## src/rtl/irq_seq.sv

```systemverilog
module irq_seq #(
  parameter int WAIT_STATES = 2
) (
  input  logic        clk,
  input  logic        rst_n,
  input  logic        boundary,
  input  logic        op_ei,
  input  logic        op_di,
  input  logic        op_retn,
  input  logic        op_im,
  input  logic [1:0]  im_sel,
  input  logic        int_req,
  input  logic        nmi_req,
  input  logic        bus_req,
  input  logic [7:0]  i_reg,
  input  logic [7:0]  data_in,
  output logic        ack_m1,
  output logic        ack_iorq,
  output logic        ack_wait,
  output logic        busy,
  output logic        svc_valid,
  output logic        svc_nmi,
  output logic        svc_is_op,
  output logic [15:0] svc_addr,
  output logic [7:0]  svc_opcode,
  output logic        iff1_o,
  output logic        iff2_o,
  output logic [1:0]  mode_o
);
  localparam int CW = $clog2(WAIT_STATES + 2);
  localparam logic [CW-1:0] LAST = CW'(WAIT_STATES + 1);
  localparam logic [15:0] NMI_ADDR = 16'h0066;
  localparam logic [15:0] FIX_ADDR = 16'h0038;

  logic iff1, iff2, nmi_d, nmi_pend, in_ack;
  logic [1:0] mode;
  logic [CW-1:0] cnt;

  wire strobe_ok = boundary && !in_ack;
  wire sample_ok = strobe_ok && !bus_req && !op_ei && !op_di;
  wire take_nmi  = sample_ok && nmi_pend;
  wire take_int  = sample_ok && !nmi_pend && int_req && iff1;
  wire ack_end   = in_ack && (cnt == LAST);

  always_ff @(posedge clk) begin
    if (!rst_n) begin
      iff1       <= 1'b0;
      iff2       <= 1'b0;
      mode       <= 2'd0;
      nmi_d      <= 1'b0;
      nmi_pend   <= 1'b0;
      in_ack     <= 1'b0;
      cnt        <= '0;
      svc_valid  <= 1'b0;
      svc_nmi    <= 1'b0;
      svc_is_op  <= 1'b0;
      svc_addr   <= '0;
      svc_opcode <= '0;
    end else begin
      nmi_d     <= nmi_req;
      nmi_pend  <= (nmi_pend && !take_nmi) || (nmi_req && !nmi_d);
      svc_valid <= 1'b0;
      if (strobe_ok) begin
        if (op_di) begin
          iff1 <= 1'b0;
          iff2 <= 1'b0;
        end else if (op_ei) begin
          iff1 <= 1'b1;
          iff2 <= 1'b1;
        end else if (op_retn) begin
          iff1 <= iff2;
        end
        if (op_im && im_sel != 2'd3) mode <= im_sel;
      end
      if (take_nmi) begin
        iff1      <= 1'b0;
        svc_valid <= 1'b1;
        svc_nmi   <= 1'b1;
        svc_is_op <= 1'b0;
        svc_addr  <= NMI_ADDR;
      end
      if (take_int) begin
        iff1   <= 1'b0;
        iff2   <= 1'b0;
        in_ack <= 1'b1;
        cnt    <= '0;
      end
      if (in_ack) begin
        cnt <= cnt + 1'b1;
        if (ack_end) begin
          in_ack    <= 1'b0;
          svc_valid <= 1'b1;
          svc_nmi   <= 1'b0;
          svc_is_op <= (mode == 2'd0);
          svc_opcode <= data_in;
          case (mode)
            2'd1:    svc_addr <= FIX_ADDR;
            2'd2:    svc_addr <= {i_reg, data_in[7:1], 1'b0};
            default: svc_addr <= '0;
          endcase
        end
      end
    end
  end

  assign ack_m1   = in_ack;
  assign ack_iorq = in_ack && (cnt != '0);
  assign ack_wait = ack_iorq && !ack_end;
  assign busy     = in_ack;
  assign iff1_o   = iff1;
  assign iff2_o   = iff2;
  assign mode_o   = mode;
endmodule

```

## config.mk

```make
export PLATFORM = sky130hd
export DESIGN_NAME = irq_seq
export DESIGN_NICKNAME = d
export VERILOG_FILES = /design/src/rtl/irq_seq.sv
export SDC_FILE = /design/constraint.sdc
export NUM_CORES = 1
export LEC_CHECK = 0
export BUFFER_PORTS_ARGS = -buffer_cell sky130_fd_sc_hd__buf_2
export CAP_MARGIN = 20
export CORE_ASPECT_RATIO = 2
export CORE_MARGIN = 4
export CORE_UTILIZATION = 51
export DETAILED_ROUTE_END_ITERATION = 12
export PLACE_DENSITY = 0.84
export SLEW_MARGIN = 20
export SYNTH_ARGS = -nofsm -noshare
export SYNTH_HDL_FRONTEND = slang
export SYNTH_SLANG_ARGS = --single-unit
```

## constraint.sdc

```tcl
create_clock -name clk -period 3.1 [get_ports clk]
set_input_delay 0.31 -clock clk [delete_from_list [all_inputs] [get_ports clk]]
set_output_delay 0.31 -clock clk [all_outputs]
set_load 0.01 [all_outputs]
```

[After elaboration in Yosys (flattened, before gate mapping)]
Cells that the tools add are included.
Storage, ports and cells
  register bits: 36
  input port bits: 28
  output and inout bits: 35
Operators by class
  $add $sub $neg: 1
  eq/ne operators: 4
  multiplexer cells: 23
  bitwise gates (word level): 1
  reductions and logical operators: 34
Operators by type and width (count)
  16-bit two-way mux: 3
  16-bit one-hot mux with 2 select lines: 1
  1-bit two-way mux: 17
  1-bit logical AND: 14
  1-bit zero test: 8
  2-bit AND reduction: 4
  2-bit nonzero test: 3
  2-bit equality test, second input constant: 2
  2-bit two-way mux: 2
  3-bit nonzero test: 1
  3-bit OR reduction: 1
  2-bit by 1-bit adder with 2-bit output, second input constant: 1
  2-bit by 1-bit equality test with 1-bit output, second input constant: 1
  2-bit zero test: 1
  2-bit != test, second input constant: 1
  2-bit OR reduction: 1
  1-bit logical OR: 1
  1-bit inverter: 1

[Logic depth before layout (Yosys ltp)]
Gate-level depths: netlist (run 1).
  depth after elaboration: 11
  gate-level depth with buffers: 6
  depth with buffers taken out: 5

[Worst setup path before layout (run 1)]
OpenSTA, ideal clock, no wires.
  path type: reg2out
  start: register in_ack, in the netlist ack_m1
  end: output ack_wait
  arrival time: 1.113 ns
  data required time: 2.790 ns
  setup slack: 1.677 ns
  stages on the path, launching flop included: 4
  path buffers: 1
  path through: dfxtp_1 -> buf_4 -> nor2b_1 -> nor2b_1
RTL lines
  from (decl): RTL line 35  | logic iff1, iff2, nmi_d, nmi_pend, in_ack;
  from (signal assigned): RTL line 52  | in_ack <= 1'b0;
  from (signal assigned): RTL line 85  | in_ack <= 1'b1;
  from (signal assigned): RTL line 91  | in_ack <= 1'b0;
  1-bit logical AND: RTL line 107  | assign ack_iorq = in_ack && (cnt != '0);
  via ack_iorq: RTL line 18  | output logic ack_iorq,
  1-bit logical AND: RTL line 108  | assign ack_wait = ack_iorq && !ack_end;
  to (decl): RTL line 19  | output logic ack_wait,
The timed path passes the listed nets, and every way through them passes these cells.

[Worst setup path in the final report (run 1)]
  start: register in_ack, in the netlist ack_m1
  end: register svc_addr[5]
On the way
  word-level cells in the longest chain between the ends: 9
Ends and longest elaborated chain
  1-bit zero test: RTL line 39  | wire strobe_ok = boundary && !in_ack;
  1-bit logical AND: RTL line 39
  1-bit logical AND (3 in a row): RTL line 40  | wire sample_ok = strobe_ok && !bus_req && !op_ei && !op_di;
  1-bit logical AND: RTL line 41  | wire take_nmi = sample_ok && nmi_pend;
  16-bit two-way mux: RTL line 75  | if (take_nmi) begin
  16-bit two-way mux: RTL line 90  | if (ack_end) begin
  16-bit two-way mux *: RTL line 88  | if (in_ack) begin
  to (signal assigned): RTL line 98  | 2'd2: svc_addr <= {i_reg, data_in[7:1], 1'b0};
  to (decl): RTL line 24  | output logic [15:0] svc_addr,
Mark *: on every way between the ends. The rest lies on a longest branch, timed or not.
A chain may end at the register's enable or synchronous reset.

==> results of run 1 <==
## metal layers
layer | share of wire, % | GRT usage (%)
met4 | 3.6 | 10.6
met3 | 7.4 | 5.61
met2 | 51 | 30.4
met1 | 38 | 21.4
met5 | 0 | 0
## state kept, by name, indices dropped and copies added (netlist names)
register    count
cnt             2
ack_m1          1
svc_valid       1
svc_nmi         1
nmi_d           1
iff2_o          1
nmi_pend        1
iff1_o          1
svc_addr       16
mode_o          2
svc_is_op       1
svc_opcode      8
## worst max-delay path, delay by kind of cell, from the launching register on
kind / cells / cell delay (ns)
flops: 1 / 0.43
simple gates: 2 / 1.12
compound gates: 1 / 0.24
## final timing paths
path,start,to,slack (ns),cells after the start
setup / recovery,ack_m1$_SDFF_PN0_,svc_addr[5]$_SDFF_PN0_,1.24,3
hold / removal,nmi_req,nmi_d$_SDFF_PN0_,0.24,2
setup reg to reg,ack_m1$_SDFF_PN0_,svc_addr[5]$_SDFF_PN0_,1.24,3
hold reg to reg,svc_addr[0]$_SDFF_PN0_,svc_addr[0]$_SDFF_PN0_,0.45,2
## cells by family after synthesis
logic type / share of synthesized area, %
adder cells (fa/ha/maj): 3.98
AND/OR/NAND/NOR: 22.1
AO/OA/AOI/OAI: 20.3
buffers and inverters: 7.73
flip-flops: 45.9
## power groups by stage
| stage | clock (mW) | combinational (mW) | sequential (mW) |
|---|---|---|---|
| finish | 0.321 | 0.0629 | 0.472 |
| global placement | 0 | 0.0626 | 0.483 |
| detailed placement | 0 | 0.0629 | 0.483 |
| CTS | 0.331 | 0.0635 | 0.472 |
| global route | 0.345 | 0.0703 | 0.473 |
| floorplan | 0 | 0.0320 | 0.484 |
## cell type report
cell class	count	area, um2
flip-flops and latches	36	721
multi-input cells	115	728
well taps	30	37.5
fillers	288	1030
clock inverters	1	8.76
repair buffers	63	318
inverters	6	22.5
clock buffers	7	76.3
## layout by cell type (no fill, tap or decap)
cell type and instances:
nor3b_1 1, a21o_1 1, a211oi_1 1, and3_1 1, clkbuf_8 5, o21ai_1 4
nor2b_1 4, a21boi_1 1, nand3_1 18, inv_1 6, buf_2 62, o41ai_1 1
or3_1 1, and2_1 2, nand4_1 9, a21oi_1 15, nor2_1 2, nand2_1 21
nor2b_2 1, clkbuf_1 2, dfxtp_1 36, nand3b_1 1, clkinv_4 1, o21ai_0 2
o311a_1 1, a2111oi_1 1, o21a_1 3, o211a_1 2, and4bb_1 1, buf_4 1
nor4_4 1, o2111a_1 1, o22ai_1 2, o31a_1 4, o21ai_2 7, ha_1 5
or2_1 1
==> out/metrics.cfg, run 1 <==
[critical_path]
critPathMaxStageDelay_ns = 0.75
crit_required_ns = 3.33
end_kind = register
worstSetupPathType = register to register
crit_chain = nor4_4 > and3_1 > o311a_1
worst_path_max_delay_cell = and3_1
worstPathMaxFanout = 19
setup.worst_path.start_class = register
arrival_ns = 2.10

[floorplanning]
chipWidth_um = 47.2
start_util_pct = 53.4
core_area_um2 = 2940
rows = 28
pin_count = 63
dieArea_um2 = 4080
die-height_um = 86.5

[finish]
antenna-diode-count = 0
final_cells = 258
fin_nets = 260
drive_above_1_share_pct = 34.2
fin_area_um2 = 1910
fin_util_pct = 65.0
areaGrowthSynthToFinish_pct = 21.8

[route]
post_drt_wl_per_cell_um = 13.8
drc = 0
drtPass1Iterations = 5
dr_total_vias = 1437
finalWirelength_um = 3560
vias_per_cell = 5.57
dr.first_iter.drc_count = 45
antenna_left = 0

[timing]
setup_viol = 0
timing.hold.ws_ns = 0.237
period_minus_slack_ns = 1.86
slew-limit-headroom_pct = 44.3
fmax_mhz = 537
clock_skew_ns = 0.00814
fin_ws_ns = 1.24
tns_ns = 0
min_period_over_period_pct = 60.1
final_hold_viol_count = 0
rsz0062_at_grt = false
tightest_slew_ns = 0.836
slew_viol_final = 0

[global_route]
globalRouteOverflowTotal = 0
grt_pass1_wl_um = 5800
antenna_found_initial = 0
grt_pass1_vias = 1356
grt_util_all_layers_pct = 19.1
grt_max_degree = 36

[clock_tree]
cts_resized = 0
cts_root_buf = clkbuf_8
post_cts_buffers = 0
clk_path_buf_depth = 2
cts.clk_slew.worst_paths_ns = 0.07
cts.sink_count = 36
cts-buffers-inserted = 5
htreeDepth = 2
ctsHoldBuffers = 0
cts_tree = built
insertion_delay_ns = 0.29

[yosys]
ys_seq_area_share_pct = 45.9
synth_cell_types = 36
synthArstFlopShare_pct = 0
synth_seq_cells = 36
synth.avg_cell_area_um2 = 9.13
yosysTopAreaCellShare_pct = 45.9
synth_enable_flop_cells = 0
ys.flop_type = dfxtp_1
ys_top_cells_by_count = 36 x dfxtp_1, 21 x nand2_1, 18 x nand3_1
syn-cell-area_um2 = 1570
synth.net_count = 205
yosysMostFrequentCell = dfxtp_1
yosysWarnings = 0
synth_top_cells_by_area = dfxtp_1 46%, nand3_1 5.7%, nand2_1 5.0%, a21oi_1 4.8%, ha_1 4.0%
synthCells = 172
synth_top_area_cell = dfxtp_1

[power_and_ir_drop]
p_seq_share_pct = 55.2
swShare_pct = 23.3
irDropWorstVdd_mv = 0.370
p_per_area_nw_per_um2 = 448
p_clk_share_pct = 37.5
p_switching_uw = 200
p_total_uw = 856
p_leak_nw = 0.885
pwr-share-comb_pct = 7.3
p_int_uw = 657

[placed_design]
postPlaceCellArea_um2 = 1830
dp.cells = 250
pre_cts_slack_ns = 1.23
portBuffers = 62
place_congestion = 0.751
place_hpwl_um = 2580

[job]
drv_cap = 0

[run_status]
run_status = completed

[hold_path]
min_path_type = input port to register

Note: power is estimated with default switching activity, not from simulation.
==> run 2, diff against run 1 <==
- CORE_UTILIZATION: 51 -> 43
- PLACE_DENSITY: 0.84 -> 0.75
- clock period: 3.1 -> 1.7 ns (I/O delays scaled with it)
==> out/metrics.cfg, run 2 (synthesis gave the netlist of run 1 again) <==
[finish]
layout_commonest_cell = buf_2
fin_area_um2 = 2020
drive_above_1_share_pct = 36.8
largest_register_ffs = 16
largest_register = svc_addr
antenna-diode-count = 0
fin_nets = 266
fillCellCount = 352
final_cell_mix = 62 x buf_2, 36 x dfxtp_1, 21 x nand2_1, 18 x nand3_1, 15 x a21oi_1
final_cells = 282
areaGrowthSynthToFinish_pct = 28.5
reg_top3 = svc_addr (16), svc_opcode (8)

[global_route]
grt.busiest_layer = met2
grt_max_degree = 22
grt_pass1_wl_um = 6370
grt_util_all_layers_pct = 17.5
globalRouteOverflowTotal = 0
antenna_found_initial = 0
met2_usage_pct = 33.1
grt_use_met1_pct = 17.5
grt_use_met3_pct = 3.03
grt_pass1_vias = 1428

[floorplanning]
start_util_pct = 45.5
pin_count = 63
dieArea_um2 = 4740
core_area_um2 = 3450
die-height_um = 93.5
chipWidth_um = 50.7
rows = 30

[critical_path]
arrival_ns = 1.26
cp_num_buf_inv = 2
worstSetupPathType = register to output pin
cpMostUsedCell = nor2b_1
cpLargestDelayFamily = flip-flops
crit_chain = buf_4 > nor2b_1 > nor2b_1 > buf_2
end_kind = output pin
worst_path_max_delay_cell = dfxtp_1
worstPathMaxFanout = 12
crit_required_ns = 1.53
critPathMaxStageDelay_ns = 0.38
setup.worst_path.start_class = register

[route]
drtPass1Iterations = 4
dr_total_vias = 1459
drc = 0
finalWirelength_um = 3870
antenna_left = 0
dr.first_iter.drc_count = 39
vias_per_cell = 5.17
post_drt_wl_per_cell_um = 13.7

[clock_tree]
cts.sink_count = 36
cts-buffers-inserted = 5
cts.clk_slew.worst_paths_ns = 0.07
cts_tree = built
post_cts_buffers = 0
clk_path_buf_depth = 2
cts_resized = 0
cts_root_buf = clkbuf_8
ctsHoldBuffers = 0
insertion_delay_ns = 0.29
htreeDepth = 2

[power_and_ir_drop]
p_per_area_nw_per_um2 = 854
irDropWorstVdd_mv = 0.609
p_leak_nw = 0.934

[timing]
fmax_mhz = 700
rsz0062_at_grt = false
tns_ns = 0
slew_viol_final = 0
clock_skew_ns = 0.00387
min_period_over_period_pct = 84.0
tightest_slew_ns = 0.454
period_minus_slack_ns = 1.43
slew-limit-headroom_pct = 69.7
final_hold_viol_count = 0
setup_viol = 0

[placed_design]
postPlaceCellArea_um2 = 1910
place_hpwl_um = 2940
portBuffers = 62
dp.cells = 274
place_congestion = 0.764

[run_status]
run_status = completed

[hold_path]
min_path_type = input port to register

[job]
drv_cap = 0

## run 2: cell types whose count changed in the layout (fill, tap and decap cells not counted), sizes merged
cell / before / now
bufinv: 0 / 1
buf: 63 / 69
clkbuf: 7 / 5
clkinvlp: 0 / 1
## run 2: area by class of cell
type | instances | area [um2] | share of cell area (%)
Clock inverter | 3 | 42.5 | 2.11
Inverter | 6 | 22.5 | 1.12
Clock buffer | 5 | 68.8 | 3.41
Multi-Input combinational cell | 115 | 728 | 36.1
Sequential cell | 36 | 721 | 35.7
Tap cell | 48 | 60.1 | 2.98
Timing Repair Buffer | 69 | 375 | 18.6
## run 2: final timing paths
| kind | from | end | slack, ns | cells past startpoint |
|---|---|---|---|---|
| min reg2reg | svc_addr[0]$_SDFF_PN0_ | svc_addr[0]$_SDFF_PN0_ | 0.45 | 2 |
| min | nmi_req | nmi_d$_SDFF_PN0_ | 0.10 | 2 |
| max reg2reg | ack_m1$_SDFF_PN0_ | svc_addr[3]$_SDFF_PN0_ | 0.34 | 5 |
| max | ack_m1$_SDFF_PN0_ | ack_wait | 0.27 | 4 |
## run 2: through the flow
| stage | hold slack (ns) | power, mW | utilization [%] | worst slack [ns] |
|---|---|---|---|---|
| after floorplan | 0.273 | 0.941 | - | 0.383 |
| after global routing | 0.0879 | 1.79 | 58.4 | 0.151 |
| final | 0.101 | 1.72 | 58.4 | 0.271 |
| after detailed placement | 0.393 | 1.00 | 55.2 | 0.344 |
| after CTS | 0.0910 | 1.75 | 58.4 | 0.251 |
| after global placement | 0.391 | 1.00 | 55.2 | 0.381 |
## run 2: where the power goes
group,internal [mW],total (mW),switching [mW]
Combinational,0.0547,0.122,0.0672
Clock,0.434,0.741,0.308
Sequential,0.854,0.861,0.00770
## run 2: routing by layer
| layer | vias up | share of wire [%] |
|---|---|---|
| met5 | - | 0 |
| met4 | 0 | 2.4 |
| met3 | 7 | 4.5 |
| met2 | 40 | 57 |
| met1 | 678 | 36 |
| li1 | 734 | - |
